File: src/rtl/tctx_pkg.sv
package tctx_pkg;
  localparam int unsigned NUM_RING  = 2;
  localparam int unsigned RING_PHYS = 0;
  localparam int unsigned RING_POOL = 1;
  localparam int unsigned CTX_W     = 8;
  localparam int unsigned CTX_VLD   = 7;

  typedef enum logic [1:0] {
    OP_SET_CPPR = 2'd0,
    OP_ACCEPT   = 2'd1,
    OP_CTX_WR   = 2'd2,
    OP_NOP      = 2'd3
  } tctx_op_e;
endpackage

File: src/rtl/tctx_prio_enc.sv
module tctx_prio_enc #(
  parameter int unsigned NUM_PRIO = 8,
  parameter int unsigned PW       = 8
) (
  input  logic [NUM_PRIO-1:0] ipb_i,
  output logic [PW-1:0]       pend_o
);
  // level l lives at bit NUM_PRIO-1-l; scan from worst to best so best wins
  always_comb begin
    pend_o = '1;
    for (int l = NUM_PRIO - 1; l >= 0; l--) begin
      if (ipb_i[NUM_PRIO-1-l]) pend_o = PW'(l);
    end
  end
endmodule

File: src/rtl/tctx_pick.sv
module tctx_pick #(
  parameter int unsigned PW = 8
) (
  input  logic [PW-1:0] pend_phys_i,
  input  logic [PW-1:0] pend_pool_i,
  input  logic          pool_vld_i,
  output logic [PW-1:0] pmin_o,
  output logic          pool_wins_o
);
  // strict compare: a tie stays with the physical ring
  assign pool_wins_o = pool_vld_i && (pend_pool_i < pend_phys_i);
  assign pmin_o      = pool_wins_o ? pend_pool_i : pend_phys_i;
endmodule

File: src/rtl/tctx_ring.sv
module tctx_ring #(
  parameter int unsigned NUM_PRIO = 8,
  parameter int unsigned PW       = 8
) (
  input  logic                clk_i,
  input  logic                rst_ni,
  input  logic                post_en_i,
  input  logic [NUM_PRIO-1:0] post_bits_i,
  input  logic                cppr_we_i,
  input  logic [PW-1:0]       cppr_i,
  input  logic                acc_i,
  input  logic                pipr_we_i,
  input  logic [PW-1:0]       pipr_i,
  input  logic                raise_i,
  output logic [NUM_PRIO-1:0] ipb_o,
  output logic [NUM_PRIO-1:0] ipb_mrg_o,
  output logic [PW-1:0]       cppr_o,
  output logic [PW-1:0]       pipr_o,
  output logic                exc_o
);
  localparam int unsigned IW = (NUM_PRIO > 1) ? $clog2(NUM_PRIO) : 1;

  logic [NUM_PRIO-1:0] ipb_q, clr;
  logic [PW-1:0]       cppr_q, pipr_q;
  logic                exc_q;
  logic [IW-1:0]       lvl;

  assign lvl       = cppr_q[IW-1:0];
  assign ipb_mrg_o = ipb_q | (post_en_i ? post_bits_i : '0);

  always_comb begin
    clr = '0;
    if (cppr_q < PW'(NUM_PRIO)) clr[IW'(NUM_PRIO - 1) - lvl] = 1'b1;
  end

  always_ff @(posedge clk_i or negedge rst_ni) begin
    if (!rst_ni) begin
      ipb_q  <= '0;
      cppr_q <= '0;
      pipr_q <= '1;
      exc_q  <= 1'b0;
    end else begin
      ipb_q <= acc_i ? (ipb_mrg_o & ~clr) : ipb_mrg_o;
      if (cppr_we_i) cppr_q <= cppr_i;
      if (pipr_we_i) pipr_q <= pipr_i;
      if (raise_i)     exc_q <= 1'b1;
      else if (acc_i)  exc_q <= 1'b0;
    end
  end

  assign ipb_o  = ipb_q;
  assign cppr_o = cppr_q;
  assign pipr_o = pipr_q;
  assign exc_o  = exc_q;
endmodule

File: src/rtl/tctx_arb.sv
module tctx_arb
  import tctx_pkg::*;
#(
  parameter int unsigned NUM_PRIO = 8,
  parameter int unsigned PW       = 8
) (
  input  logic                clk_i,
  input  logic                rst_ni,
  input  logic                cmd_valid_i,
  input  logic [1:0]          cmd_op_i,
  input  logic                cmd_ring_i,
  input  logic [PW-1:0]       cmd_data_i,
  input  logic                post_valid_i,
  input  logic                post_ring_i,
  input  logic [NUM_PRIO-1:0] post_bits_i,
  output logic [1:0]          irq_o,
  output logic [NUM_PRIO-1:0] ipb_phys_o,
  output logic [NUM_PRIO-1:0] ipb_pool_o,
  output logic [PW-1:0]       cppr_phys_o,
  output logic [PW-1:0]       cppr_pool_o,
  output logic [PW-1:0]       pipr_phys_o,
  output logic [PW-1:0]       pipr_pool_o,
  output logic [CTX_W-1:0]    pool_ctx_o
);
  tctx_op_e            op;
  logic                is_set, is_acc, is_ctx;
  logic [CTX_W-1:0]    ctx_q;

  logic [NUM_PRIO-1:0] ipb_q   [NUM_RING];
  logic [NUM_PRIO-1:0] ipb_mrg [NUM_RING];
  logic [PW-1:0]       cppr_q  [NUM_RING];
  logic [PW-1:0]       cppr_nx [NUM_RING];
  logic [PW-1:0]       pipr_q  [NUM_RING];
  logic [PW-1:0]       pend    [NUM_RING];
  logic [PW-1:0]       pipr_d  [NUM_RING];
  logic [NUM_RING-1:0] post_en, set_en, acc_en, pipr_we, raise, exc_q;

  logic [PW-1:0]       pmin, set_cand;
  logic                pool_wins, set_win;

  assign op     = tctx_op_e'(cmd_op_i);
  assign is_set = cmd_valid_i && (op == OP_SET_CPPR);
  assign is_acc = cmd_valid_i && (op == OP_ACCEPT);
  assign is_ctx = cmd_valid_i && (op == OP_CTX_WR);

  tctx_pick #(.PW(PW)) u_pick (
    .pend_phys_i (pend[RING_PHYS]),
    .pend_pool_i (pend[RING_POOL]),
    .pool_vld_i  (ctx_q[CTX_VLD]),
    .pmin_o      (pmin),
    .pool_wins_o (pool_wins)
  );

  // ring whose level won the priority write, and the value judged
  assign set_win  = cmd_ring_i ? 1'b1 : pool_wins;
  assign set_cand = cmd_ring_i ? pend[RING_POOL] : pmin;

  for (genvar r = 0; r < NUM_RING; r++) begin : g_ring
    assign post_en[r] = post_valid_i && (post_ring_i == 1'(r));
    assign set_en[r]  = is_set && (cmd_ring_i == 1'(r));
    assign acc_en[r]  = is_acc && (cmd_ring_i == 1'(r));
    assign cppr_nx[r] = set_en[r] ? cmd_data_i : cppr_q[r];
    assign pipr_we[r] = set_en[r] || post_en[r];
    assign pipr_d[r]  = set_en[r] ? ((r == RING_PHYS) ? pmin : pend[r]) : pend[r];
    assign raise[r]   = (post_en[r] && (pend[r] < cppr_nx[r])) ||
                        (is_set && (set_win == 1'(r)) && (set_cand < cppr_nx[r]));

    tctx_prio_enc #(.NUM_PRIO(NUM_PRIO), .PW(PW)) u_enc (
      .ipb_i  (ipb_mrg[r]),
      .pend_o (pend[r])
    );

    tctx_ring #(.NUM_PRIO(NUM_PRIO), .PW(PW)) u_ring (
      .clk_i       (clk_i),
      .rst_ni      (rst_ni),
      .post_en_i   (post_en[r]),
      .post_bits_i (post_bits_i),
      .cppr_we_i   (set_en[r]),
      .cppr_i      (cmd_data_i),
      .acc_i       (acc_en[r]),
      .pipr_we_i   (pipr_we[r]),
      .pipr_i      (pipr_d[r]),
      .raise_i     (raise[r]),
      .ipb_o       (ipb_q[r]),
      .ipb_mrg_o   (ipb_mrg[r]),
      .cppr_o      (cppr_q[r]),
      .pipr_o      (pipr_q[r]),
      .exc_o       (exc_q[r])
    );
  end

  always_ff @(posedge clk_i or negedge rst_ni) begin
    if (!rst_ni)     ctx_q <= '0;
    else if (is_ctx) ctx_q <= cmd_data_i[CTX_W-1:0];
  end

  assign irq_o       = exc_q;
  assign ipb_phys_o  = ipb_q[RING_PHYS];
  assign ipb_pool_o  = ipb_q[RING_POOL];
  assign cppr_phys_o = cppr_q[RING_PHYS];
  assign cppr_pool_o = cppr_q[RING_POOL];
  assign pipr_phys_o = pipr_q[RING_PHYS];
  assign pipr_pool_o = pipr_q[RING_POOL];
  assign pool_ctx_o  = ctx_q;
endmodule

File: config.mk
export PLATFORM = sky130hd
export DESIGN_NAME = tctx_arb
export DESIGN_NICKNAME = d
export VERILOG_FILES = /design/src/rtl/tctx_pkg.sv /design/src/rtl/tctx_prio_enc.sv /design/src/rtl/tctx_pick.sv /design/src/rtl/tctx_ring.sv /design/src/rtl/tctx_arb.sv
export SDC_FILE = /design/constraint.sdc
export NUM_CORES = 1
export LEC_CHECK = 0
export BUFFER_PORTS_ARGS = -buffer_cell sky130_fd_sc_hd__buf_2
export CAP_MARGIN = 20
export CORE_MARGIN = 2
export CORE_UTILIZATION = 50
export DETAILED_ROUTE_END_ITERATION = 10
export PLACE_DENSITY = 0.78
export SLEW_MARGIN = 0
export SYNTH_ARGS = -nofsm -noshare
export SYNTH_HDL_FRONTEND = slang
export SYNTH_SLANG_ARGS = --single-unit
File: constraint.sdc
create_clock -name clk_i -period 4.44 [get_ports clk_i]
set_input_delay 0 -clock clk_i [delete_from_list [all_inputs] [get_ports clk_i]]
set_output_delay 0 -clock clk_i [all_outputs]
set_load 0.05 [all_outputs]
==> metrics.yaml <==
clk_pin_slew_worst_paths_ns: 0.10
drtAntennaViolNets: 0
clk_latency_ns: 0.32
maxSlewViolCount: 0
grt_overflow: 0
hold_depth: 2
drt_iter0_markers: 256
tns_ns: 0
fin_nets: 475
rsz0062_at_grt: "false"
tightest_slew_ns: 0.781
powerDensity_nw_per_um2: 350
netlist-cell-type-count: 53
synth_edf_count: 0
track_usage: 0.254
cts_root_buf: "clkbuf_8"
start_kind: "flop"
period_minus_slack_ns: 4.04
ff2ff_setup_slack_ns: 0.40
cp.required_ns: 4.68
post_cts_buffers: 0
final_area_sq_um: 3890
syn-num-nets: 392
drive_above_1_share: 0.310
post_cts_resized: 0
status: "finished, violations left"
cts_max_level: 2
setup_violations: 0
synthToLayoutAreaGrowth_pct: 17.9
fin_crit_sh: 0.911
cts_tree: "yes"
coreArea_sq_um: 6350
yosysSeqAreaShare: 0.383
synth.avg_cell_area_sq_um: 9.72
cts_hold_buf: 9
die_y_microns: 85.2
worst_setup_path_end_kind: "flop"
ios: 82
hold_class: "input pin to flop"
clkSinkCount: 50
grt_first_pass_wirelength_microns: 14500
vdd_drop_max_uv: 248
maxCapViolCount: 0
final.setup.worst_slack_ns: 0.396
hold_slack_ns: -0.00249
criticalPathCategory: "flop to flop"
ys.flop_type: "dfrtp_1"
cp_max_fo: 8
antenna_found_initial: 0
drt_first_pass_iters: 4
clockBufferDepth: 2
worstHoldStart: "cmd_data_i[5]"
cp.arrival_ns: 4.29
rows: 29
pre_cts_slack_ns: 0.457
routedWlPerCell_microns: 18.0
portBuffers: 81
reg2regPathDepth: 15
synth_area_sq_um: 3300
min_to: "pool_ctx_o[5]$_DFFE_PN0P_"
clock_skew_ns: 0.0101
yosys_warnings: 0
die-area_sq_um: 7260
timing.max_slew.rel_slack: 0.475
drt-total-wl_microns: 9010
numCtsBuffers: 5
place_area_sq_um: 3680
synthArstFlopShare: 1.00
leakage_nw: 1.80
place.gp.congestion: 0.920
num_vias: 3016
r2r_start: "g_ring[0].u_ring.ipb_o[5]$_DFF_PN0_"
hpwl_microns: 6910
initial_core_util: 0.519
grt_pass1_vias: 2931
grt_max_degree: 51
fp.dieW_microns: 85.2
drc_errors: 0
num_antenna_cells: 0
ys_seq_elements: 50
violations: "negative hold slack"
rr_endpoint: "g_ring[0].u_ring.exc_o$_DFFE_PN0P_"
synth_cells: 339
fmax_mhz: 247
viasPerCell: 6.03
finalHoldViolations: 1
worst max-delay path by stage:
stage / startpoint / endpoint / slack [ns] / depth (start not counted)
floorplan: g_ring[1].u_ring.ipb_o[6]$_DFF_PN0_ / g_ring[0].u_ring.exc_o$_DFFE_PN0P_ / 0.20 / 14
global placement: g_ring[0].u_ring.ipb_o[6]$_DFF_PN0_ / g_ring[0].u_ring.exc_o$_DFFE_PN0P_ / 0.58 / 15
detailed placement: g_ring[0].u_ring.ipb_o[5]$_DFF_PN0_ / g_ring[0].u_ring.exc_o$_DFFE_PN0P_ / 0.46 / 15
CTS: g_ring[0].u_ring.ipb_o[5]$_DFF_PN0_ / g_ring[0].u_ring.exc_o$_DFFE_PN0P_ / 0.43 / 15
global route: g_ring[0].u_ring.ipb_o[5]$_DFF_PN0_ / g_ring[0].u_ring.exc_o$_DFFE_PN0P_ / 0.04 / 15
finish: g_ring[0].u_ring.ipb_o[5]$_DFF_PN0_ / g_ring[0].u_ring.exc_o$_DFFE_PN0P_ / 0.40 / 15
cell families after synthesis:
kind of cell	synth area share
adder cells (fa/ha/maj)	0.110
AND/OR/NAND/NOR	0.130
AO/OA/AOI/OAI	0.188
buffers and inverters	0.0778
multiplexers	0.111
flip-flops	0.383
stage by stage:
step / std cells / utilization / total power [W]
6_report: 500 / 0.612 / 0.00136
5_1_grt: 500 / 0.612 / 0.00142
4_1_cts: 499 / 0.609 / 0.00136
3_5_place_dp: 482 / 0.580 / 0.00107
3_3_place_gp: 482 / 0.580 / 0.00106
2_1_floorplan: 339 / - / 0.000940
Yosys cell counts (all sizes together), types with 6 or more instances:
cell / instances / area, sq um
nand2: 13 / 48.8
nor3: 8 / 40.0
ha: 29 / 363
a211oi: 8 / 60.1
dfrtp: 42 / 1050
buf: 16 / 133
mux2i: 20 / 204
inv: 30 / 113
o21ai: 21 / 105
a31oi: 9 / 56.3
dfstp: 8 / 210
mux2: 14 / 161
nand3: 6 / 30.0
nor2: 29 / 114
a21oi: 31 / 155
cell usage in the layout (no fill, tap or decap), drive strengths merged, types with 4 or more instances in the layout:
cell and count:
buf 86, dfrtp 42, a21oi 31, inv 31, ha 29, nor2 29
o21ai 21, mux2i 20, mux2 14, nand2 13, a31oi 9, dlygate4sd3 9
nor3 8, a211oi 8, dfstp 8, nand3 6, clkbuf 5, nor2b 4
a21boi 4
cell type report:
cell class / instances / area (sq um)
clock inverters: 3 / 23.8
multi-input cells: 240 / 1780
inverters: 30 / 113
flip-flops and latches: 50 / 1260
well taps: 77 / 96.3
clock buffers: 5 / 68.8
repair buffers: 95 / 546
fillers: 563 / 2460
layer usage:
metal	share of wire	vias to the layer above	global-route usage
met1	0.43	1461	0.349
met2	0.48	146	0.415
li1	-	1398	-
met3	0.075	11	0.0389
met5	0	-	0
met4	0.016	0	0.0736
registers in the layout, summed over array words and instances (netlist names):
signal and flops:
g_ring.u_ring.pipr_o 8, g_ring.u_ring.exc_o 2, pool_ctx_o 8, g_ring.u_ring.ipb_o 16
g_ring.u_ring.cppr_o 16
power breakdown:
group,internal (W),leakage (nW),switching [W]
Clock,0.000113,0.0408,0.000171
Combinational,0.000135,1.23,0.000375
Sequential,0.000513,0.529,0.0000512
worst max-delay path: stages (launching register included):
cell and delay (ns):
dfrtp_1 0.43, nor2_1 0.11, o21ai_0 0.12, or2_2 0.34
inv_1 0.11, o2111ai_1 0.25, ha_1 0.29, and2b_1 0.24
a21oi_1 0.11, mux2i_2 0.38, mux2_4 0.41, ha_1 0.20
or4_1 0.48, nor4_1 0.29, nor3_1 0.08, a2bb2oi_1 0.13
Power figures use the tool's default switching activity.
